===== config.mk =====
export PLATFORM = sky130hd
export DESIGN_NAME = pix_range_clamp
export DESIGN_NICKNAME = d
export VERILOG_FILES = /design/src/rtl/pix_range_pkg.sv /design/src/rtl/pix_depth_expand.sv /design/src/rtl/pix_limit_clamp.sv /design/src/rtl/pix_range_clamp.sv
export SDC_FILE = /design/constraint.sdc
export NUM_CORES = 1
export LEC_CHECK = 0
export BUFFER_PORTS_ARGS = -buffer_cell sky130_fd_sc_hd__buf_2
export CAP_MARGIN = 20
export CORE_MARGIN = 2
export CORE_UTILIZATION = 54
export DETAILED_ROUTE_END_ITERATION = 10
export GPL_TIMING_DRIVEN = 0
export PLACE_DENSITY = 0.81
export SLEW_MARGIN = 15
export SYNTH_ARGS = -nofsm -noshare
export SYNTH_HDL_FRONTEND = slang
export SYNTH_HIERARCHICAL = 1
export SYNTH_SLANG_ARGS = --single-unit
export TNS_END_PERCENT = 5

===== constraint.sdc =====
create_clock -name clk_i -period 1.05 [get_ports clk_i]
set_clock_uncertainty 0.05 [all_clocks]
set_input_delay 0.21 -clock clk_i [delete_from_list [all_inputs] [get_ports clk_i]]
set_output_delay 0.21 -clock clk_i [all_outputs]
set_load 0.05 [all_outputs]

===== src/rtl/pix_range_pkg.sv =====
package pix_range_pkg;
  localparam int CW = 12;

  typedef enum logic {
    EXP_SRC10 = 1'b0,
    EXP_SRC8  = 1'b1
  } exp_mode_e;

  // Legal code at depth d, promoted to CW bits with MSB fill
  function automatic logic [CW-1:0] lim_promote(input int base, input int d);
    int v;
    v = base << (d - 8);
    return CW'((v << (CW - d)) | (v >> (2 * d - CW)));
  endfunction

  localparam logic [CW-1:0] LO_8   = lim_promote(16, 8);
  localparam logic [CW-1:0] HI_Y8  = lim_promote(235, 8);
  localparam logic [CW-1:0] HI_C8  = lim_promote(240, 8);
  localparam logic [CW-1:0] LO_10  = lim_promote(16, 10);
  localparam logic [CW-1:0] HI_Y10 = lim_promote(235, 10);
  localparam logic [CW-1:0] HI_C10 = lim_promote(240, 10);
  localparam logic [CW-1:0] LO_12  = lim_promote(16, 12);
  localparam logic [CW-1:0] HI_Y12 = lim_promote(235, 12);
  localparam logic [CW-1:0] HI_C12 = lim_promote(240, 12);
endpackage


===== src/rtl/pix_depth_expand.sv =====
module pix_depth_expand
  import pix_range_pkg::*;
(
  input  logic [CW-1:0] din_i,
  input  logic          en_i,
  input  exp_mode_e     mode_i,
  output logic [CW-1:0] dout_o
);
  always_comb begin
    if (mode_i == EXP_SRC8)
      dout_o = {din_i[CW-1:4], en_i ? din_i[CW-1:CW-4] : 4'b0};
    else
      dout_o = {din_i[CW-1:2], en_i ? din_i[CW-1:CW-2] : 2'b0};
  end
endmodule


===== src/rtl/pix_limit_clamp.sv =====
module pix_limit_clamp
  import pix_range_pkg::*;
(
  input  logic [CW-1:0] din_i,
  input  logic          en_i,
  input  logic [2:0]    fmt_i,
  input  logic          chroma_i,
  output logic [CW-1:0] dout_o
);
  logic          act;
  logic [CW-1:0] lo, hi;

  always_comb begin
    act = en_i;
    lo  = '0;
    hi  = '1;
    unique case (fmt_i)
      3'd1: begin lo = LO_8;  hi = chroma_i ? HI_C8  : HI_Y8;  end
      3'd2: begin lo = LO_10; hi = chroma_i ? HI_C10 : HI_Y10; end
      3'd3: begin lo = LO_12; hi = chroma_i ? HI_C12 : HI_Y12; end
      default: act = 1'b0;
    endcase
  end

  always_comb begin
    if (!act)           dout_o = din_i;
    else if (din_i < lo) dout_o = lo;
    else if (din_i > hi) dout_o = hi;
    else                 dout_o = din_i;
  end
endmodule


===== src/rtl/pix_range_clamp.sv =====
module pix_range_clamp
  import pix_range_pkg::*;
#(
  parameter int NCH = 3
) (
  input  logic             clk_i,
  input  logic             rst_ni,
  input  logic             vld_i,
  input  logic [NCH*CW-1:0] pix_i,
  input  logic             ycc_i,
  input  logic             clamp_en_i,
  input  logic [2:0]       clamp_fmt_i,
  input  logic             exp_en_i,
  input  logic             exp_mode_i,
  output logic             vld_o,
  output logic [NCH*CW-1:0] pix_o
);
  localparam int PW = NCH * CW;

  logic [PW-1:0] wide, lim;
  exp_mode_e     mode;

  assign mode = exp_mode_e'(exp_mode_i);

  for (genvar c = 0; c < NCH; c++) begin : g_ch
    pix_depth_expand u_exp (
      .din_i  (pix_i[c*CW +: CW]),
      .en_i   (exp_en_i),
      .mode_i (mode),
      .dout_o (wide[c*CW +: CW])
    );
    pix_limit_clamp u_clp (
      .din_i    (wide[c*CW +: CW]),
      .en_i     (clamp_en_i),
      .fmt_i    (clamp_fmt_i),
      .chroma_i (ycc_i && (c != 0)),
      .dout_o   (lim[c*CW +: CW])
    );
  end

  always_ff @(posedge clk_i or negedge rst_ni) begin
    if (!rst_ni) begin
      vld_o <= 1'b0;
      pix_o <= '0;
    end else begin
      vld_o <= vld_i;
      if (vld_i) pix_o <= lim;
    end
  end


  vld_delay_chk: assert property (@(posedge clk_i) disable iff (!rst_ni)
    vld_i |=> vld_o);

  vld_idle_chk: assert property (@(posedge clk_i) disable iff (!rst_ni)
    !vld_i |=> !vld_o);

  hold_chk: assert property (@(posedge clk_i) disable iff (!rst_ni)
    !vld_i |=> $stable(pix_o));

  lim8_chk: assert property (@(posedge clk_i) disable iff (!rst_ni)
    (vld_i && clamp_en_i && clamp_fmt_i == 3'd1)
      |=> (pix_o[CW-1:0] >= 12'd257 && pix_o[CW-1:0] <= 12'd3774));

  lim12_chk: assert property (@(posedge clk_i) disable iff (!rst_ni)
    (vld_i && clamp_en_i && clamp_fmt_i == 3'd3)
      |=> (pix_o[CW-1:0] >= 12'd256 && pix_o[CW-1:0] <= 12'd3760));

  fill8_chk: assert property (@(posedge clk_i) disable iff (!rst_ni)
    (vld_i && !clamp_en_i && exp_en_i && exp_mode_i)
      |=> pix_o[3:0] == pix_o[CW-1:CW-4]);

  zero10_chk: assert property (@(posedge clk_i) disable iff (!rst_ni)
    (vld_i && !clamp_en_i && !exp_en_i && !exp_mode_i)
      |=> pix_o[1:0] == 2'b00);
endmodule


* After elaboration in Yosys (flattened, before gate mapping) *
Cells that the tools add are included.

cells by class
  $add $sub $neg = 0
  multipliers = 0
  div/mod/pow operators = 0
  magnitude comparators = 6
  equality and inequality tests = 3
  shift operators = 0
  mux-type cells = 25
  bitwise operators = 0
  reduce and logical (&&, ||, !) cells = 2

operators with widths
  operator                                                                count
  12-bit two-way mux                                                      9
  12-bit greater-than comparator                                          3
  12-bit by 9-bit < comparator with 1-bit output                          3
  12-bit one-hot mux with 3 select lines                                  1
  9-bit two-way mux                                                       3
  9-bit one-hot mux with 3 select lines                                   1
  4-bit two-way mux                                                       6
  9-bit one-hot mux with 2 select lines                                   1
  3-bit by 2-bit equality test with 1-bit output (second input constant)  2
  2-bit two-way mux                                                       3
  3-bit by 1-bit equality test with 1-bit output (second input constant)  1
  3-bit OR reduction                                                      1
  2-bit OR reduction                                                      1
  1-bit two-way mux                                                       1

storage, ports and cells
  flip-flop bits (word level) = 37
  latch bits = 0
  memory bits (writable) = 0
  ROM bits = 0
  output and inout port bits = 37
  word-level logic and storage cells = 38
  memories = 0

* Longest topological paths before layout *
  depth in word-level cells = 6
  mapped depth = 12
  mapped depth without buffers = 11

* Cells and area by module *
Netlist, hierarchy kept.

by module, submodules not included
  module            instances  cells each  area an instance (sq um)
  pix_range_clamp   1          78          1519.0
  pix_limit_clamp   3          62          449.2
  pix_depth_expand  3          18          120.1

* Worst setup path before layout *
OpenSTA, ideal clock, no wires.

  path kind = input to register
  start point = input port clamp_fmt_i[1]
  end point = register pix_o[16]
  library setup time = 0.125 ns
  arrival = 2.044 ns
  setup slack = -1.169 ns
  cell stages on the path = 11
  buffers on the path = 1
  path through = nor2_1 -> or2_4 -> nor2_1 -> ha_1 -> nand3_1 -> or2_2 -> a21oi_1 -> o221ai_2 -> buf_6 -> a31o_1 -> mux2_4

between the ends
  word-level cells in the longest chain between the ends = 6

RTL lines
  item                                                                                                                     line                                          RTL
  start, declared                                                                                                          pix_range_clamp.sv:12                         input logic [2:0] clamp_fmt_i,
  3-bit by 2-bit equality test with 1-bit output / 3-bit by 1-bit equality test with 1-bit output (equally long branches)  pix_limit_clamp.sv:17                         unique case (fmt_i)
  12-bit one-hot mux with 3 select lines / 2-bit OR reduction (equally long branches)                                      -
  12-bit greater-than comparator / 9-bit one-hot mux with 2 select lines (equally long branches)                           pix_limit_clamp.sv:28, pix_limit_clamp.sv:17
  12-bit two-way mux / 12-bit by 9-bit < comparator with 1-bit output (equally long branches)                              pix_limit_clamp.sv:28, pix_limit_clamp.sv:27
  12-bit two-way mux                                                                                                       pix_limit_clamp.sv:27                         else if (din_i < lo) dout_o = lo;
  12-bit two-way mux (*)                                                                                                   pix_limit_clamp.sv:26                         if (!act) dout_o = din_i;
  via lim[16]                                                                                                              pix_range_clamp.sv:20                         logic [PW-1:0] wide, lim;
  end signal, assigned                                                                                                     pix_range_clamp.sv:47                         if (vld_i) pix_o <= lim;
  end, declared                                                                                                            pix_range_clamp.sv:16                         output logic [NCH*CW-1:0] pix_o

The timed path passes the listed nets; every way through them passes the cells marked *.
A chain may end at the register's enable or synchronous reset.

* Final worst setup path *
  start point = input port clamp_fmt_i[0]
  end point = register pix_o[28]

The elaborated chain is that of the path after synthesis.

==> impl_metrics.py <==
metrics = {
    "synthesis": {
        "yosysTopAreaCell": "dfrtp_1",
        "async_flop_share": 1.00,
        "yosysMostFrequentCell": "dfrtp_1",
        "yosys-top-cells-count": "dfrtp_1 (37), ha_1 (30), mux2_4 (30)",
        "yosys_warnings": 6,
        "netlist_area_mm2": 0.00323,
        "synth_seq_cells": 37,
        "avgSynthCellArea_um2": 10.1,
        "ys_seq_area_frac": 0.287,
        "ys_top_cells_by_area": "dfrtp_1 (29%), mux2_4 (14%), ha_1 (12%)",
        "netlist-cell-type-count": 34,
        "synth_enable_flop_cells": 0,
        "syn_inst": 318,
        "yosys.area.top_type_share": 0.287,
        "synth_top_flop_cell": "dfrtp_1",
    },
    "routing": {
        "ant_nets": 0,
        "vias_per_cell": 5.89,
        "drt_iter0_drc": 204,
        "first_pass_iters": 5,
        "drc": 0,
        "dr_total_vias": 2832,
        "finalWirelength_mm": 8.77,
        "wl_per_cell_um": 18.2,
    },
    "clock_network": {
        "root_buffer": "clkbuf_8",
        "clk_pin_slew_ns": 0.07,
        "htreeDepth": 2,
        "cts_sinks": 37,
        "insertion_delay_ns": 0.28,
        "holdBufCountCts": 0,
        "cts_tree": "done",
        "cts_buffer_depth": 2,
        "numCtsBuffers": 5,
    },
    "layout": {
        "antenna_cells": 0,
        "fin_cells": 481,
        "layout-drive-gt1-share": 0.500,
        "post-route-util": 0.763,
        "fin_nets": 482,
        "area_growth_pct": 38.4,
        "fill_cells": 375,
    },
    "setup_path": {
        "setup.worst_path.start_class": "input port",
        "cp_max_fo": 5,
        "r2r_slack_ns": 0.18,
        "cp.arrival_ns": 2.29,
        "end_kind": "flop",
        "required_ns": 1.17,
        "critPathKind": "in2reg",
    },
    "sta": {
        "rsz0062_at_grt": "yes",
        "fmax_mhz": 459,
        "setup_ws_ns": -1.13,
        "fin_crit_ns": 2.18,
        "finalHoldViolCount": 37,
        "slew_viol_final": 0,
        "max_slew_margin": 0.439,
        "setup_viol": 64,
        "timing.hold.ws_ns": -0.0345,
        "fin_crit_sh": 2.07,
        "worst_pin_slew_ns": 0.842,
    },
    "min_path": {
        "hp-class": "in2async",
    },
    "global_route": {
        "grt_start_max_net_pins": 38,
        "track_usage": 0.228,
        "overflow": 0,
        "grt_pass1_vias": 2600,
        "grt_pass1_wl_mm": 11.8,
        "antenna_found_initial": 0,
    },
    "floorplan": {
        "core_mm2": 0.00585,
        "rows": 28,
        "dieWidth_um": 81.3,
        "die_h_um": 81.3,
        "initial_utilization": 0.552,
        "die-area_mm2": 0.00661,
        "io_pins": 83,
    },
    "pwr": {
        "vdd_drop_max_v": 0.000707,
        "p_per_area_mw_per_mm2": 1090,
        "power_leakage_uw": 0.00212,
    },
    "job": {
        "maxCapViolations": 0,
    },
    "run_status": {
        "status": "finished, violations left",
        "violations": "negative hold slack, negative setup slack",
    },
    "placed_design": {
        "place_hpwl_mm": 5.68,
        "port_buffers": 64,
        "dp_cells": 459,
        "globalplace.congestion": 0.926,
    },
}
[final timing paths]
kind | from | end | cells past startpoint
min in group clk_i | vld_i | vld_o | 1
worst min register to register | pix_o[30] | pix_o[30] | 1
max in group asynchronous | rst_ni | pix_o[35] | 1
worst min-delay path | rst_ni | pix_o[30] | 1
worst max register to register | pix_o[28] | pix_o[28] | 1
worst max-delay path | clamp_fmt_i[0] | pix_o[28] | 13
[per-layer routing]
| layer | global-route usage | wire [µm] | vias up |
|---|---|---|---|
| met4 | 0.0780 | 244 | 0 |
| met3 | 0.0467 | 627 | 29 |
| met5 | 0 | 0 | - |
| met1 | 0.279 | 3370 | 1363 |
| li1 | - | - | 1313 |
| met2 | 0.398 | 4520 | 127 |
[cells by family (layout without fill, tap and decap cells)]
kind of cell,count (synthesis),after routing,share of synthesized area
AO/OA/AOI/OAI,63,63,0.137
adder cells (fa/ha/maj),30,30,0.116
buffers and inverters,58,144,0.124
flip-flops,37,37,0.287
multiplexers,42,42,0.179
other,1,3,0.00116
AND/OR/NAND/NOR,87,87,0.155
[cells in the final DEF (no fill, tap or decap), types with 6 or more instances in the layout]
cell type,netlist,routed
buf_12,3,6
clkbuf_8,0,6
clkbuf_1,9,10
nand4_1,6,6
a31o_1,9,9
o21ai_1,0,7
a21o_1,6,6
nor2b_1,15,9
buf_4,24,32
dfrtp_1,37,37
inv_1,15,15
nand3_1,15,12
or2_4,3,6
o21ai_0,15,6
mux2_4,30,30
ha_1,30,25
nor4_1,9,8
buf_2,0,22
and3_1,9,9
buf_6,4,44
a21oi_2,3,6
nor2_1,12,6
a21oi_1,12,8
o2bb2ai_1,6,6
nand2_1,6,6
mux2_2,6,6
[repair_timing]
action / 4_1_cts / 5_1_grt
gates cloned: 0 / 5
resized for setup: 24 / 146
setup endpoints to repair: 64 / 64
pin swaps: 14 / 21
buffers inserted: 2 / 8
[area by class of cell]
| class | instances | area, µm² | share of cell area |
|---|---|---|---|
| Timing Repair Buffer | 79 | 816 | 0.183 |
| Multi-Input combinational cell | 225 | 2140 | 0.480 |
| Tap cell | 75 | 93.8 | 0.0210 |
| Clock buffer | 7 | 86.3 | 0.0193 |
| Sequential cell | 37 | 926 | 0.207 |
| Inverter | 18 | 82.6 | 0.0185 |
| Buffer | 40 | 319 | 0.0714 |
[critical path, cell delays in order]
cell and delay [ns]:
buf_12 0.11, nor2_4 0.09, or2_4 0.15, buf_6 0.11
clkinv_4 0.05, ha_4 0.25, nand3_2 0.07, or2_4 0.28
a21oi_4 0.14, o221ai_4 0.17, buf_6 0.17, a31o_1 0.22
mux2_4 0.26
[through the flow]
| step | cell area [µm²] | TNS, ns | setup WS [ns] | total power (µW) |
|---|---|---|---|---|
| final | 4470 | -29.74 | -1.13 | 4860 |
| after global placement | 3730 | -40.59 | -1.53 | 3380 |
| after CTS | 3900 | -30.90 | -1.02 | 4470 |
| after floorplan | 3320 | -27.42 | -1.04 | 2990 |
| after global routing | 4470 | -32.71 | -1.18 | 5070 |
| after detailed placement | 3730 | -41.86 | -1.58 | 3420 |
[report_power, final]
part / internal (µW) / leakage, µW / switching, µW
clock network: 521 / 0.0000443 / 501
logic: 966 / 0.00163 / 1180
registers: 1580 / 0.000445 / 123
[state kept, by name, indices dropped and copies added (netlist names)]
signal,count
pix_o,36
vld_o,1
Note: power is estimated with default switching activity, not from simulation.
